<file path="src/rtl/pend_bank.sv">
module pend_bank #(
  parameter int          NUM_IRQ   = 64,
  parameter logic [31:0] STAT_MASK = 32'h0000_000F
) (
  input  logic               clk,
  input  logic               rst_n,
  input  logic [NUM_IRQ-1:0] irq_line,
  input  logic [NUM_IRQ-1:0] irq_act,
  input  logic [31:0]        stat_evt,
  input  logic               reg_en,
  input  logic               reg_we,
  input  logic               reg_raw,
  input  logic [1:0]         reg_sel,
  input  logic [4:0]         reg_word,
  input  logic [31:0]        reg_wdata,
  output logic [31:0]        reg_rdata,
  input  logic [9:0]         lvl_base,
  output logic [31:0]        lvl_rdata
);
  localparam int NWORDS = NUM_IRQ / 32;
  localparam logic [1:0] SEL_SET = 2'd0, SEL_CLR = 2'd1, SEL_CFG = 2'd2, SEL_STAT = 2'd3;

  logic [NUM_IRQ-1:0] latch_q, cfg_q, prev_q, latch_nx, cfg_nx, eff;
  logic [31:0]        stat_q, stat_nx;

  wire wr = reg_en & reg_we;

  assign eff = latch_q | (irq_line & ~cfg_q);

  for (genvar w = 0; w < NWORDS; w++) begin : g_word
    wire        hit    = wr & (reg_word == 5'(w));
    wire [31:0] set_m  = (hit & ~reg_raw & (reg_sel == SEL_SET)) ? reg_wdata : 32'd0;
    wire [31:0] clr_m  = (hit & ~reg_raw & (reg_sel == SEL_CLR)) ? reg_wdata : 32'd0;
    wire        load   = hit & reg_raw & (reg_sel == SEL_SET);
    wire [31:0] edge_m = irq_line[w*32 +: 32] & ~prev_q[w*32 +: 32] & cfg_q[w*32 +: 32];

    assign latch_nx[w*32 +: 32] = load ? reg_wdata :
        (latch_q[w*32 +: 32] | set_m | edge_m) & ~(clr_m | irq_act[w*32 +: 32]);
    assign cfg_nx[w*32 +: 32] = (hit & (reg_sel == SEL_CFG)) ? reg_wdata : cfg_q[w*32 +: 32];
  end

  always_comb begin
    if (wr && reg_sel == SEL_STAT && reg_raw)
      stat_nx = reg_wdata & STAT_MASK;
    else if (wr && reg_sel == SEL_STAT)
      stat_nx = (stat_q & ~reg_wdata) | (stat_evt & STAT_MASK);
    else
      stat_nx = stat_q | (stat_evt & STAT_MASK);
  end

  always_ff @(posedge clk) begin
    if (!rst_n) begin
      latch_q <= '0;
      cfg_q   <= '0;
      prev_q  <= '0;
      stat_q  <= '0;
    end else begin
      latch_q <= latch_nx;
      cfg_q   <= cfg_nx;
      prev_q  <= irq_line;
      stat_q  <= stat_nx;
    end
  end

  always_comb begin
    reg_rdata = '0;
    if (reg_sel == SEL_STAT) begin
      reg_rdata = stat_q;
    end else begin
      for (int w = 0; w < NWORDS; w++) begin
        if (reg_word == 5'(w)) begin
          case (reg_sel)
            SEL_SET: reg_rdata = reg_raw ? latch_q[w*32 +: 32] : eff[w*32 +: 32];
            SEL_CLR: reg_rdata = reg_raw ? 32'd0 : eff[w*32 +: 32];
            default: reg_rdata = cfg_q[w*32 +: 32];
          endcase
        end
      end
    end
  end

  always_comb begin
    lvl_rdata = '0;
    for (int w = 0; w < NWORDS; w++)
      if (lvl_base[9:5] == 5'(w) && lvl_base[4:0] == 5'd0)
        lvl_rdata = irq_line[w*32 +: 32];
  end
endmodule


</file>
<file path="config.mk">
export PLATFORM = sky130hd
export DESIGN_NAME = pend_bank
export DESIGN_NICKNAME = d
export VERILOG_FILES = /design/src/rtl/pend_bank.sv
export SDC_FILE = /design/constraint.sdc
export NUM_CORES = 1
export LEC_CHECK = 0
export BUFFER_PORTS_ARGS = -buffer_cell sky130_fd_sc_hd__buf_2
export CAP_MARGIN = 20
export CORE_MARGIN = 2
export CORE_UTILIZATION = 30
export DETAILED_ROUTE_END_ITERATION = 6
export HOLD_SLACK_MARGIN = 0.15
export PLACE_DENSITY_LB_ADDON = 0.08
export SLEW_MARGIN = 20
export SYNTH_ARGS = -nofsm -noshare
export SYNTH_HDL_FRONTEND = slang
export SYNTH_SLANG_ARGS = --single-unit
</file>
<file path="constraint.sdc">
create_clock -name clk -period 6.05 [get_ports clk]
set_input_delay 1.21 -clock clk [delete_from_list [all_inputs] [get_ports clk]]
set_output_delay 1.21 -clock clk [all_outputs]
set_load 0.005 [all_outputs]
</file>
==> qor.yml, run 1 <==
final_layout:
  final_net_count: 1946
  stdcell_count: 2279
  syn_to_final_growth_pct: 21.8
  drive_gt1_share_pct: 19.1
critical_path:
  ff2ff_setup_slack_ns: 5.16
  crit_path_max_fanout: 37
  start_kind: "primary input"
  path_buf_inv: 4
  rr_worst_depth: 4
  timing_worst_setup_path_type: "in2out"
  critPathMaxStageDelay_ns: 0.70
  crit_required_ns: 4.84
  rr_startpoint: "prev_q[37]"
  rr_endpoint: "latch_q[37]"
  end_kind: "output pin"
  critical-path-top-cell-by-count: "buf_2"
  crit_arrival_ns: 3.37
  path_delay_family: "buffers and inverters"
  crit_slowest_cell: "nor2_4"
  crit_chain: "buf_2, inv_2, nor2_4, buf_4, a221o_1, buf_2"
clocking:
  clk_pin_slew_ns: 0.06
  cts_resized: 0
  cts_root_buffer: "clkbuf_16"
  clk_latency_ns: 0.55
  post_cts_buffers: 0
  cts_tree: "built"
  cts.sinks: 224
  clock_path_buffers: 3
  cts-htree-levels: 1
  cts_inserted_buffers: 29
  hold_buffers: 0
synthesis:
  synth_largest_area_cell: "dfxtp_1"
  yosys.area_share.adder_pct: 0
  ys_seq_area_share_pct: 37.4
  synth_top_area_share_pct: 37.4
  yosysMostFrequentCell: "dfxtp_1"
  synth_area_leaders: "dfxtp_1 (37%), nand2_1 (6.0%), a21boi_1 (4.0%)"
  yosys_register_bits: 224
  synthMuxAreaShare_pct: 2.75
  synthCells: 1545
  synth_compound_area_share_pct: 31.2
  synth_flop_cell: "dfxtp_1"
  synth_edf_count: 0
  syn_avg_cell_area_sq_um: 7.76
  synth-simple-area-share_pct: 21.4
  synthArstFlopShare_pct: 0
  ys_warn_count: 0
  synth_common_cells: "dfxtp_1 (224), nand2_1 (193), inv_1 (97), clkbuf_1 (84), nor2_1 (72)"
  synthXorXnorAreaFrac_pct: 0
  synthDistinctLibCells: 44
  syn_nets: 1759
  syn_area_sq_um: 12000
  synth_top_family_by_area: "compound AO/OA/AOI/OAI gates"
timing:
  fin_skew_ns: 0.00964
  fin_crit_ns: 4.58
  tns_ns: 0
  rsz0062_at_grt: "no"
  slew_viol_final: 0
  setup_violations: 0
  relSlewSlack_pct: 25.4
  period_share_pct: 75.7
  tightestPinTransition_ns: 1.12
  finalHoldViolCount: 0
  max_freq_mhz: 218
die:
  die-area_sq_um: 41600
  die_h_um: 204
  core-area_sq_um: 39600
  io_pins: 278
  start_util_pct: 30.3
  dieWidth_um: 204
  rows: 73
global_routing:
  grt_pass1_wl_mm: 71.7
  grt_use_total_pct: 22.5
  grt_pass1_vias: 11400
  grt_max_degree: 152
  overflow: 0
  antenna_found_initial: 6
routing:
  first_iter_violations: 824
  drc: 0
  vias: 12100
  totalWireLength_mm: 48.0
  drt_pre_antenna_iters: 5
  ant_nets: 0
  via_per_inst: 5.29
  wl_per_cell_um: 21.0
pwr:
  power_density_nw_per_um2: 236
  leakagePower_uw: 0.00617
  peakVddDrop_mv: 0.193
min_path:
  holdPathStages: 2
  min_path_type: "reg2reg"
  hold_end: "cfg_q[0]"
  min_from: "cfg_q[0]"
place:
  dpl.hpwl_mm: 29.7
  dp_cells: 2225
  gp_congestion: 0.765
  portBuffers: 249
flow_run:
  cap_violations: 0
status:
  status: "finished, final reports clean"
metrics by stage:
stage | instance area (sq um) | power [uW] | hold slack, ns | util, % | setup slack (ns)
after floorplan | 12000 | 1700 | 0.444 | - | 2.40
after global routing | 14600 | 3580 | 0.488 | 36.8 | 1.37
final | 14600 | 3450 | 0.477 | 36.8 | 1.47
after global placement | 13700 | 1870 | 0.461 | 34.6 | 1.43
after CTS | 14600 | 3490 | 0.475 | 36.8 | 1.42
after detailed placement | 13700 | 1880 | 0.464 | 34.6 | 1.41
flip-flops by register name, summed over array words and instances (netlist names):
name / count
stat_q: 32
latch_q: 64
prev_q: 64
cfg_q: 64
tightest hold or removal path: cells and delay by family (launching register included):
family / cells / cell delay [ns]
simple gates: 1 / 0.06
compound gates: 1 / 0.05
flops: 1 / 0.32
placed cells by master (no fill, tap or decap), types with 5 or more instances in the layout:
cell	count
buf_2	246
dfxtp_1	224
nand2_1	193
inv_1	96
a21oi_1	70
nor2_1	69
and2_1	66
o21ai_0	65
a21boi_1	64
nand2b_1	64
o22ai_1	63
a31oi_1	63
a211oi_1	62
a21o_1	62
mux2i_1	33
a22o_1	32
nand3b_1	32
a221o_1	31
nand3_1	31
o21ai_1	29
and3_1	29
clkbuf_16	29
buf_4	28
clkbuf_1	10
clkbuf_8	5
power breakdown:
part	internal, uW	total (uW)	switching (uW)
registers	1500	1510	7.90
clock network	936	1610	669
logic	123	334	211
layer usage:
layer | part of all wire, % | up-vias | wire length [um] | track usage (%)
met5 | 0.063 | - | 30 | 0
met4 | 2.4 | 4 | 1150 | 6.24
met3 | 6.2 | 69 | 2980 | 3.44
met2 | 45 | 380 | 21700 | 36.3
met1 | 46 | 5733 | 22100 | 31.2
li1 | - | 5864 | - | -
area by class of cell:
type	count	area (sq um)
flip-flops and latches	224	4480
multi-input cells	1101	6710
diodes	4	10.0
fillers	4228	25000
clock inverters	5	32.5
clock buffers	44	832
well taps	525	657
inverters	98	368
repair buffers	278	1510
worst max path at each step:
stage	start	endpoint	slack, ns	cells after the start
4_1_cts	reg_word[0]	reg_rdata[8]	1.42	6
5_1_grt	reg_word[0]	reg_rdata[8]	1.37	6
2_1_floorplan	reg_sel[0]	reg_rdata[12]	2.40	6
3_3_place_gp	reg_word[0]	reg_rdata[8]	1.43	6
6_report	reg_word[0]	reg_rdata[8]	1.47	6
3_5_place_dp	reg_word[0]	reg_rdata[8]	1.41	6
cell families after synthesis:
family	after synthesis
compound gates	556
mux	33
buf+inv	220
simple gates	512
flops	224
Note: power is estimated with default switching activity, not from simulation.
==> run 2, diff against run 1 <==
==> constraint.sdc (replaced) <==
create_clock -name clk -period 4.3 [get_ports clk]
set_input_delay 0.86 -clock clk [delete_from_list [all_inputs] [get_ports clk]]
set_output_delay 0.86 -clock clk [all_outputs]
set_load 0.005 [all_outputs]
==> qor.yml, run 2 (same netlist as run 1, synthesis figures left out) <==
status:
  status: "finished, final reports clean"
clocking:
  cts_resized: 0
  hold_buffers: 0
  clk_latency_ns: 0.55
  cts_inserted_buffers: 28
  clock_path_buffers: 3
  clk_pin_slew_ns: 0.06
  cts_root_buffer: "clkbuf_16"
  cts_tree: "built"
  cts-htree-levels: 1
  cts.sinks: 224
  post_cts_buffers: 0
timing:
  rsz0062_at_grt: "no"
  slew_viol_final: 0
  fin_skew_ns: 0.0103
  finalHoldViolCount: 0
  max_freq_mhz: 281
  relSlewSlack_pct: 55.9
  period_share_pct: 82.6
  fin_ws_ns: 0.746
  setup_violations: 0
  tightestPinTransition_ns: 0.659
  hold_ws_ns: 0.475
  tns_ns: 0
  fin_crit_ns: 3.55
final_layout:
  final_net_count: 1958
  layout_commonest_cell: "buf_2"
  reg_top3: "cfg_q: 64 flops, latch_q: 64 flops, prev_q: 64 flops"
  drive_gt1_share_pct: 19.7
  syn_to_final_growth_pct: 23.1
  mostFrequentLayoutCells: "buf_2 (246), dfxtp_1 (224), nand2_1 (193), inv_1 (96), a21oi_1 (70)"
critical_path:
  end_kind: "output pin"
  timing_worst_setup_path_type: "in2out"
  crit_slowest_cell: "buf_4"
  critPathMaxStageDelay_ns: 0.44
  path_buf_inv: 3
  crit_required_ns: 3.44
  path_delay_family: "buffers and inverters"
  crit_arrival_ns: 2.69
  crit_path_max_fanout: 44
  start_kind: "primary input"
  crit_chain: "buf_4, a21oi_1, nand3_2, buf_4, nor2_1, a221o_1, buf_2"
  critical-path-top-cell-by-count: "buf_4"
pwr:
  peakVddDrop_mv: 0.243
  leakagePower_uw: 0.00626
  power_density_nw_per_um2: 337
die:
  io_pins: 278
  start_util_pct: 30.3
  dieWidth_um: 204
  die_h_um: 204
  rows: 73
  core-area_sq_um: 39600
  die-area_sq_um: 41600
global_routing:
  grt_use_total_pct: 22.9
  antenna_found_initial: 4
  grt_pass1_wl_mm: 72.8
  overflow: 0
  grt_pass1_vias: 11600
  grt_max_degree: 134
routing:
  first_iter_violations: 839
  drc: 0
  wl_per_cell_um: 21.2
  vias: 12100
  totalWireLength_mm: 48.6
  via_per_inst: 5.28
  ant_nets: 0
  drt_pre_antenna_iters: 5
place:
  dpl.hpwl_mm: 31.4
  gp_congestion: 0.770
  portBuffers: 249
  dp_slack_ns: 0.694
flow_run:
  cap_violations: 0
min_path:
  min_path_type: "reg2reg"
[run 2: cell count changes in the layout (fill, tap and decap cells not counted), moves of 2 or more]
| cell | previous run | this run |
|---|---|---|
| buf_4 | 28 | 40 |
| clkinv_2 | 3 | 1 |
| inv_6 | 2 | 0 |
| clkbuf_8 | 5 | 8 |
| diode_2 | 4 | 2 |
| buf_12 | 2 | 4 |
[run 2: area by class of cell]
type                    instances  area, sq um
fillers                      4224        24900
multi-input cells            1101         6710
flip-flops and latches        224         4480
repair buffers                291         1620
clock buffers                  48          877
well taps                     525          657
inverters                      98          368
clock inverters                 3         42.5
diodes                          2         5.00
[run 2: path summary, 6_finish.rpt]
kind / startpoint / to / slack [ns] / cells after the start
setup / recovery: reg_sel[0] / reg_rdata[0] / 0.75 / 7
hold / removal: cfg_q[0] / cfg_q[0] / 0.47 / 2
setup reg to reg: prev_q[30] / latch_q[30] / 3.42 / 4
hold reg to reg: cfg_q[0] / cfg_q[0] / 0.47 / 2
[run 2: report_power, final]
part | internal [uW] | switching, uW | leakage [uW]
Sequential | 2110 | 11.2 | 0.00182
Clock | 1430 | 939 | 0.000446
Combinational | 179 | 302 | 0.00399
Total | 3720 | 1250 | 0.00626
[run 2: stage by stage]
stage          std cells  area, sq um  util (%)  total power [uW]
6_report            2292        14800      37.3              4970
5_1_grt             2292        14800      37.3              5160
4_1_cts             2290        14800      37.2              5040
3_5_place_dp        2239        13800      34.9              2650
3_3_place_gp        2239        13800      34.9              2650
2_1_floorplan       1545        12000         -              2400
[run 2: metal layers]
layer  up-vias  global-route usage [%]  wire, um  part of all wire (%)
met2       292                    38.8     23100                    47
met4         4                    5.41       906                   1.9
met1      5844                    30.7     22300                    46
li1       5893                       -         -                     -
met3        59                    3.11      2360                   4.9
met5         -                       0        27                 0.056
[run 2: worst register-to-register path, delay by kind of cell, from the launching register on]
family / cells / cell delay (ns)
AOI/OAI and AO/OA: 3 / 0.43
DFF: 1 / 0.31
buffers and inverters: 1 / 0.03
==> run 3, diff against run 2 <==
==> constraint.sdc (replaced) <==
create_clock -name clk -period 3.1 [get_ports clk]
set_input_delay 0.62 -clock clk [delete_from_list [all_inputs] [get_ports clk]]
set_output_delay 0.62 -clock clk [all_outputs]
set_load 0.005 [all_outputs]
==> qor.yml, run 3 (same netlist as run 1, synthesis figures left out) <==
final_layout:
  syn_to_final_growth_pct: 24.9
  drive_gt1_share_pct: 20.6
  final_net_count: 1973
  mostFrequentLayoutCells: "buf_2 (246), dfxtp_1 (224), nand2_1 (193), inv_1 (96), a21oi_1 (70)"
  layout_commonest_cell: "buf_2"
  reg_top3: "cfg_q: 64 flops, latch_q: 64 flops, prev_q: 64 flops"
routing:
  drc: 0
  totalWireLength_mm: 48.6
  wl_met3_mm: 2.45
  drt-met1-wl_mm: 22.2
  ant_nets: 0
  wl_per_cell_um: 21.1
  drt_pre_antenna_iters: 5
  wl_met2_mm: 22.9
  highest_layer: "met5"
  first_iter_violations: 695
  via_per_inst: 5.28
  vias: 12200
clocking:
  cts-htree-levels: 1
  cts_root_buffer: "clkbuf_16"
  clk_pin_slew_ns: 0.06
  clock_path_buffers: 3
  clk_latency_ns: 0.55
  cts_resized: 0
  cts_inserted_buffers: 29
  hold_buffers: 0
  cts.sinks: 224
  post_cts_buffers: 0
  cts_tree: "built"
timing:
  max_freq_mhz: 351
  slew_viol_final: 0
  period_share_pct: 91.9
  relSlewSlack_pct: 47.3
  tns_ns: 0
  finalHoldViolCount: 0
  tightestPinTransition_ns: 0.790
  rsz0062_at_grt: "no"
  fin_crit_ns: 2.85
  fin_skew_ns: 0.00876
  setup_violations: 0
  hold_ws_ns: 0.320
die:
  rows: 73
  die-area_sq_um: 41600
  dieWidth_um: 204
  core-area_sq_um: 39600
  io_pins: 278
  start_util_pct: 30.3
  die_h_um: 204
critical_path:
  timing_worst_setup_path_type: "in2out"
  end_kind: "output pin"
  rr_startpoint: "cfg_q[36]"
  rr_endpoint: "latch_q[36]"
  crit_path_end: "reg_rdata[24]"
  crit_path_max_fanout: 29
  startpoint: "reg_word[4]"
  ff2ff_setup_slack_ns: 2.21
  rr_worst_depth: 3
  crit_arrival_ns: 2.23
  crit_required_ns: 2.48
  start_kind: "primary input"
pwr:
  power_density_nw_per_um2: 467
  leakagePower_uw: 0.00638
  peakVddDrop_mv: 0.375
  seqPwrFrac_pct: 42.1
  clockPowerShare_pct: 48.2
  sw_frac_of_total_pct: 25.3
  p_sw_uw: 1770
  pwr-share-comb_pct: 9.7
  p_int_uw: 5220
place:
  dpl.hpwl_mm: 31.5
  portBuffers: 249
  gp_congestion: 0.764
global_routing:
  grt_max_degree: 82
  overflow: 0
  grt_pass1_wl_mm: 72.8
  grt_use_total_pct: 22.8
  antenna_found_initial: 4
  grt_pass1_vias: 11700
min_path:
  min_path_type: "in2reg"
flow_run:
  cap_violations: 0
status:
  status: "finished, final reports clean"
[run 3: worst min-delay path by stage]
stage          depth (start not counted)         start  slack [ns]          to
5_1_grt                                2  irq_line[45]        0.32  prev_q[45]
6_report                               2   irq_line[5]        0.32   prev_q[5]
2_1_floorplan                          1    stat_q[30]        0.44  stat_q[30]
3_3_place_gp                           2      cfg_q[0]        0.46    cfg_q[0]
3_5_place_dp                           2      cfg_q[0]        0.46    cfg_q[0]
4_1_cts                                2  irq_line[48]        0.30  prev_q[48]
[run 3: cell type report]
class	count	area, sq um
Fill cell	4230	24700
Multi-Input combinational cell	1101	6710
Sequential cell	224	4480
Timing Repair Buffer	305	1820
Clock buffer	40	837
Tap cell	525	657
Inverter	98	368
Clock inverter	10	108
Antenna cell	1	2.50
[run 3: per-stage QoR]
stage,cells,setup slack [ns],area [sq um],power (uW),utilization (%)
after floorplan,1545,0.628,12000,3330,-
after global placement,2253,0.257,14000,3690,35.4
after detailed placement,2253,0.259,14000,3690,35.4
after CTS,2303,0.252,15000,7080,37.8
after global routing,2304,0.195,15000,7260,37.8
final,2304,0.251,15000,7000,37.8
[run 3: layer usage]
metal,up-vias,track usage (%)
li1,5913,-
met1,5840,30.7
met2,339,38.6
met3,72,3.11
met4,4,5.18
met5,-,0
[run 3: power groups by stage]
stage	Clock, uW	Combinational (uW)	Sequential [uW]
6_report	3370	682	2950
5_1_grt	3570	742	2950
4_1_cts	3450	687	2950
3_5_place_dp	0	684	3010
3_3_place_gp	0	681	3010
2_1_floorplan	0	321	3000
[run 3: critical path, cell delays in order]
cell,delay (ns)
buf_2,0.11
or4_4,0.64
nor2_4,0.20
buf_12,0.25
a221o_1,0.24
buf_2,0.13
